===== src/rtl/cke_ctrl_pkg.sv =====
package cke_ctrl_pkg;
  typedef enum logic [1:0] {
    SEQ_IDLE = 2'd0,
    SEQ_CMD  = 2'd1,
    SEQ_LOW  = 2'd2,
    SEQ_DONE = 2'd3
  } seq_state_e;
endpackage


===== src/rtl/cke_sr_seq.sv =====
module cke_sr_seq
  import cke_ctrl_pkg::*;
(
  input  logic clk_i,
  input  logic rst_ni,
  input  logic start_i,
  output logic req_o,
  output logic val_o,
  output logic done_o
);
  seq_state_e state_q, state_d;

  always_comb begin
    state_d = state_q;
    unique case (state_q)
      SEQ_IDLE: if (start_i) state_d = SEQ_CMD;
      SEQ_CMD:  state_d = SEQ_LOW;
      SEQ_LOW:  state_d = SEQ_DONE;
      default:  state_d = SEQ_IDLE;
    endcase
  end

  always_ff @(posedge clk_i or negedge rst_ni) begin
    if (!rst_ni) state_q <= SEQ_IDLE;
    else         state_q <= state_d;
  end

  // high while the entry command issues, low on the following cycle
  assign req_o  = (state_q == SEQ_CMD) || (state_q == SEQ_LOW);
  assign val_o  = (state_q == SEQ_CMD);
  assign done_o = (state_q == SEQ_DONE);

  a_r3_high_then_low: assert property (@(posedge clk_i) disable iff (!rst_ni)
    (req_o && val_o) |=> (req_o && !val_o));
  a_r3_done_pulse: assert property (@(posedge clk_i) disable iff (!rst_ni)
    done_o |=> !done_o);
  a_r3_low_then_done: assert property (@(posedge clk_i) disable iff (!rst_ni)
    (req_o && !val_o) |=> done_o);
endmodule


===== src/rtl/cke_spacing.sv =====
module cke_spacing #(
  parameter int unsigned SPACING = 2
) (
  input  logic clk_i,
  input  logic rst_ni,
  input  logic chan_we_i,
  input  logic csr_we_i,
  output logic chan_ok_o,
  output logic csr_ok_o,
  output logic viol_o
);
  localparam int unsigned CW = $clog2(SPACING + 1);
  localparam logic [CW-1:0] LIM = CW'(SPACING - 1);

  logic [CW-1:0] chan_age_q, csr_age_q;
  logic chan_recent, csr_recent;

  assign chan_recent = chan_age_q < LIM;
  assign csr_recent  = csr_age_q < LIM;

  assign chan_ok_o = chan_we_i && !chan_recent && !csr_recent;
  // a same-cycle channel command to this rank always collides with the write
  assign csr_ok_o  = csr_we_i && !chan_recent && !chan_we_i;
  assign viol_o    = (chan_we_i && !chan_ok_o) || (csr_we_i && !csr_ok_o);

  always_ff @(posedge clk_i or negedge rst_ni) begin
    if (!rst_ni) begin
      chan_age_q <= LIM;
      csr_age_q  <= LIM;
    end else begin
      if (chan_ok_o)        chan_age_q <= '0;
      else if (chan_recent) chan_age_q <= chan_age_q + 1'b1;
      if (csr_ok_o)         csr_age_q  <= '0;
      else if (csr_recent)  csr_age_q  <= csr_age_q + 1'b1;
    end
  end

  a_r10_chan_gap: assert property (@(posedge clk_i) disable iff (!rst_ni)
    chan_ok_o |=> !chan_ok_o);
  a_r11_csr_after_chan: assert property (@(posedge clk_i) disable iff (!rst_ni)
    chan_ok_o |=> !csr_ok_o);
  a_r11_chan_after_csr: assert property (@(posedge clk_i) disable iff (!rst_ni)
    csr_ok_o |=> !chan_ok_o);
endmodule


===== src/rtl/cke_ctrl.sv =====
module cke_ctrl
  import cke_ctrl_pkg::*;
#(
  parameter int unsigned NUM_RANKS = 2,
  parameter int unsigned SPACING   = 2
) (
  input  logic                 clk_i,
  input  logic                 rst_ni,
  input  logic                 force_low_i,
  input  logic                 fr_start_i,
  input  logic                 train_done_i,
  input  logic                 dis_exit_i,
  input  logic                 sr_start_i,
  input  logic [NUM_RANKS-1:0] chan_we_i,
  input  logic [NUM_RANKS-1:0] chan_val_i,
  input  logic [NUM_RANKS-1:0] csr_we_i,
  input  logic [NUM_RANKS-1:0] csr_wdata_i,
  input  logic                 err_clr_i,
  output logic [NUM_RANKS-1:0] cke_o,
  output logic [NUM_RANKS-1:0] cke_stat_o,
  output logic                 fr_done_o,
  output logic                 sr_done_o,
  output logic                 spacing_err_o
);
  logic fr_req, fr_val, sr_req, sr_val, exit_req;
  logic [NUM_RANKS-1:0] chan_ok, csr_ok, viol;
  logic [NUM_RANKS-1:0] cke_q, cke_d, stat_q;
  logic err_q, err_d;

  cke_sr_seq u_fr_seq (
    .clk_i, .rst_ni, .start_i(fr_start_i),
    .req_o(fr_req), .val_o(fr_val), .done_o(fr_done_o)
  );

  cke_sr_seq u_sr_seq (
    .clk_i, .rst_ni, .start_i(sr_start_i),
    .req_o(sr_req), .val_o(sr_val), .done_o(sr_done_o)
  );

  for (genvar r = 0; r < NUM_RANKS; r++) begin : g_rank
    cke_spacing #(.SPACING(SPACING)) u_spacing (
      .clk_i, .rst_ni,
      .chan_we_i(chan_we_i[r]), .csr_we_i(csr_we_i[r]),
      .chan_ok_o(chan_ok[r]), .csr_ok_o(csr_ok[r]), .viol_o(viol[r])
    );
  end

  assign exit_req = train_done_i && !dis_exit_i;

  always_comb begin
    cke_d = cke_q;
    if (fr_req)        cke_d = {NUM_RANKS{fr_val}};
    else if (exit_req) cke_d = '1;
    else if (sr_req)   cke_d = {NUM_RANKS{sr_val}};
    else begin
      for (int r = 0; r < NUM_RANKS; r++) begin
        if (chan_ok[r])     cke_d[r] = chan_val_i[r];
        else if (csr_ok[r]) cke_d[r] = csr_wdata_i[r];
      end
    end
    if (force_low_i) cke_d = '0;  // absolute override
  end

  assign err_d = (|viol) || (err_q && !err_clr_i);

  always_ff @(posedge clk_i or negedge rst_ni) begin
    if (!rst_ni) begin
      cke_q  <= '0;
      stat_q <= '0;
      err_q  <= 1'b0;
    end else begin
      cke_q  <= cke_d;
      stat_q <= cke_q;
      err_q  <= err_d;
    end
  end

  assign cke_o         = cke_q;
  assign cke_stat_o    = stat_q;
  assign spacing_err_o = err_q;

  a_r2_force_low: assert property (@(posedge clk_i) disable iff (!rst_ni)
    force_low_i |=> (cke_o == '0));
  a_r4_train_exit: assert property (@(posedge clk_i) disable iff (!rst_ni)
    (train_done_i && !dis_exit_i && !force_low_i && !fr_req) |=> (cke_o == '1));
  a_r8_stat_follow: assert property (@(posedge clk_i) disable iff (!rst_ni)
    1'b1 |=> (cke_stat_o == $past(cke_o)));
  a_r12_viol_sets: assert property (@(posedge clk_i) disable iff (!rst_ni)
    (|viol) |=> spacing_err_o);
  a_r12_sticky: assert property (@(posedge clk_i) disable iff (!rst_ni)
    (spacing_err_o && !err_clr_i) |=> spacing_err_o);
  a_r9_fr_wins: assert property (@(posedge clk_i) disable iff (!rst_ni)
    (fr_req && !fr_val && !force_low_i) |=> (cke_o == '0));
endmodule


===== config.mk =====
export PLATFORM = sky130hd
export DESIGN_NAME = cke_ctrl
export DESIGN_NICKNAME = d
export VERILOG_FILES = /design/src/rtl/cke_ctrl_pkg.sv /design/src/rtl/cke_sr_seq.sv /design/src/rtl/cke_spacing.sv /design/src/rtl/cke_ctrl.sv
export SDC_FILE = /design/constraint.sdc
export NUM_CORES = 1
export LEC_CHECK = 0
export ABC_AREA = 1
export BUFFER_PORTS_ARGS = -buffer_cell sky130_fd_sc_hd__buf_2
export CORE_MARGIN = 4
export CORE_UTILIZATION = 35
export CTS_CLUSTER_SIZE = 8
export DETAILED_ROUTE_END_ITERATION = 8
export GPL_ROUTABILITY_DRIVEN = 0
export PLACE_DENSITY_LB_ADDON = 0.15
export SLEW_MARGIN = 20
export SYNTH_ARGS = -nofsm -noshare
export SYNTH_HDL_FRONTEND = slang
export SYNTH_SLANG_ARGS = --single-unit
export TNS_END_PERCENT = 20

===== constraint.sdc =====
create_clock -name clk_i -period 2.3 [get_ports clk_i]
set_clock_uncertainty 0.15 [all_clocks]
set_input_delay 0.23 -clock clk_i [delete_from_list [all_inputs] [get_ports clk_i]]
set_output_delay 0.23 -clock clk_i [all_outputs]
set_load 0.01 [all_outputs]

==> impl_metrics.yaml <==
critical_path:
  reg2reg_slack_ns: 0.70
  path_cells: "inv_1 -> ha_1 -> nor2_2 -> nand3_4 -> nor2_2 -> nor2_1 -> nand2_1 -> nand2_1"
  critical_path.top_delay_family: "simple AND/OR/NAND/NOR gates"
  critPathLaunchType: "flop"
  arrival_ns: 1.64
  cp-end-kind: "flop"
  path_buf_inv: 1
  path_class: "reg -> reg"
  ff2ff_path_depth: 8
  cp_slowest_cell: "dfrtp_1"
  rr_endpoint: "cke_o[1]"
  slowest_delay_ns: 0.40
  worstReg2RegStart: "u_sr_seq.state_q[0]"
  cp_max_fo: 4
  cp.required_ns: 2.34
synthesis:
  synth_area_per_cell_sq_um: 8.33
  synthCells: 128
  async_flop_share: 1.00
  yosysTopAreaCellShare: 0.305
  synth_top_family_by_area: "simple AND/OR/NAND/NOR gates"
  synth_fa_ha_area_frac: 0.153
  synth_compound_area_frac: 0.0692
  synth.area.mux_share: 0
  synth_seq_cells: 17
  synth_enable_flop_cells: 0
  synth_ff_type: "dfrtp_1"
  synth_area_leader_cell: "dfrtp_1"
  synthTopCellsByCount: "nand2_1 (31), inv_1 (24), dfrtp_1 (13), ha_1 (13)"
  yosys_warnings: 0
  synthTopCellsByArea: "dfrtp_1 (31%), ha_1 (15%), nand2_1 (11%), dfstp_2 (9.9%), inv_1 (8.5%)"
  synth-seq-area-share: 0.404
  yosys.area_share.simple: 0.269
  synthDistinctLibCells: 19
  syn_area_sq_um: 1070
  synth_nets: 157
  synthXorXnorAreaFrac: 0
  yosysMostFrequentCell: "nand2_1"
cells_and_area:
  nNetsFinal: 185
  n_antenna_cell: 0
  syn2layout_area_growth_pct: 17.5
  design_area_sq_um: 1250
  drive_above_1_share: 0.297
global_routing:
  grt_pass1_wl_um: 3440
  grt_pass1_vias: 803
  antenna_found_initial: 0
  grt_usage: 0.109
  grt_max_degree: 18
  grt_overflow_total: 0
pwr:
  power.leakage_nw: 0.728
  p_int_mw: 0.857
  pwr-share-seq: 0.338
  p_clk_frac: 0.109
  ir_drop_mv: 0.457
  power_switching_mw: 0.723
  powerDensity_nw_per_um2: 1260
  p_sw_frac: 0.458
  p_comb_frac: 0.554
floorplanning:
  coreArea_sq_um: 2830
  dieWidth_um: 63.2
  start_util: 0.377
  std_cell_rows: 19
  dieArea_sq_um: 3990
  die_h_um: 63.2
  floorplan.io_pins: 23
placement:
  placed_cell_area_sq_um: 1210
  port_buffers: 22
  hpwl_um: 1600
worst_hold_path:
  min_to: "spacing_err_o"
  min-delay-start: "err_clr_i"
  whs_path_depth: 4
  hold_path_class: "in -> reg"
timing:
  period_share: 0.694
  setup_viol: 0
  holdWs_ns: 0.0301
  hold_viol_final: 0
  max-slew-margin-rel: 0.734
  tightest_slew_ns: 0.399
  final-max-slew-violation-count: 0
  rsz0062_at_grt: "false"
  fin_crit_ns: 1.60
  timing.setup.tns_ns: 0
  max_freq_mhz: 627
clocking:
  cts_sinks: 17
  clk-insertion-delay-late_ns: 0.31
  cts_max_level: 1
  cts_max_path_buffers: 2
  cts_tree: "done"
  post_cts.repair.setup_buffers: 0
  numCtsBuffers: 3
  path_clk_slew_ns: 0.12
  cts_root_buf: "clkbuf_4"
outcome:
  status: "finished clean"
detailed_routing:
  wl_per_cell_um: 10.5
  drc: 0
  drt_pass1_iterations: 4
  antenna_left: 0
  routed_via_density: 4.57
  initialDrtViolationCount: 34
  routed_wl_um: 1960
  num_vias: 850
run:
  max_cap_violations: 0
## power by group through the flow
stage / registers [mW] / logic (mW) / clock network, mW
after global routing: 0.551 / 1.03 / 0.189
after global placement: 0.535 / 0.854 / 0
after CTS: 0.535 / 0.892 / 0.174
final: 0.533 / 0.875 / 0.172
after detailed placement: 0.541 / 0.887 / 0
after floorplan: 0.537 / 0.683 / 0
## flip-flops by register name, indices dropped and copies added (netlist names)
signal / count
u_fr_seq.state_q: 2
g_rank.u_spacing.csr_age_q: 4
cke_stat_o: 2
g_rank.u_spacing.chan_age_q: 4
u_sr_seq.state_q: 2
cke_o: 2
spacing_err_o: 1
## metrics by stage
stage	setup slack (ns)	std cells	power (mW)	utilization
finish	0.704	186	1.58	0.443
global route	0.585	186	1.77	0.443
CTS	0.690	186	1.60	0.443
detailed placement	0.684	181	1.43	0.429
global placement	0.748	181	1.39	0.429
floorplan	0.792	128	1.22	-
## final cells by class
class                           instances  area [sq um]
Clock buffer                            3          22.5
Clock inverter                          1          5.00
Fill cell                             290          1580
Inverter                               30           113
Multi-Input combinational cell         81           523
Sequential cell                        17           430
Tap cell                               31          38.8
Timing Repair Buffer                   23           120
## kinds of logic after synthesis
group           after synthesis
simple gates                 54
fa+ha+maj                    13
flops                        17
compound gates               14
buf+inv                      30
## cell usage in the layout, fill, tap and decap left out, drive strengths merged
master,n
nand2,33
inv,30
buf,22
ha,13
dfrtp,13
nand3,10
o21ai,10
nor2,7
dfstp,4
nand4,3
clkbuf,3
a21oi,2
nand3b,1
o21bai,1
o22ai,1
clkinv,1
dlygate4sd3,1
## per-layer routing
| layer | global-route usage | wire length, um | share of wire |
|---|---|---|---|
| met1 | 0.143 | 990 | 0.51 |
| met2 | 0.162 | 806 | 0.41 |
| met3 | 0.0355 | 124 | 0.063 |
| met4 | 0.0485 | 36 | 0.018 |
| met5 | 0 | 0 | 0 |
## repair_timing
action | in CTS | in global routing
gates resized for setup | 0 | 0
hold buffers | 1 | 0
endpoints found under the hold margin | 13 | 0
## tightest hold or removal path, cell delays in order
cell and delay [ns]:
buf_2 0.08, o21ai_1 0.05, inv_1 0.04, nand4_1 0.06
## worst max path at each step
stage / from / to / slack, ns / cells past startpoint
after floorplan: u_sr_seq.state_q[0] / cke_o[0] / 0.79 / 8
after global placement: u_sr_seq.state_q[0] / cke_o[0] / 0.75 / 8
after detailed placement: u_sr_seq.state_q[0] / cke_o[0] / 0.68 / 8
after CTS: u_sr_seq.state_q[0] / cke_o[1] / 0.69 / 8
after global routing: u_fr_seq.state_q[1] / cke_o[1] / 0.58 / 8
final: u_sr_seq.state_q[0] / cke_o[1] / 0.70 / 8
No activity file was read; power rests on OpenSTA's default activity.
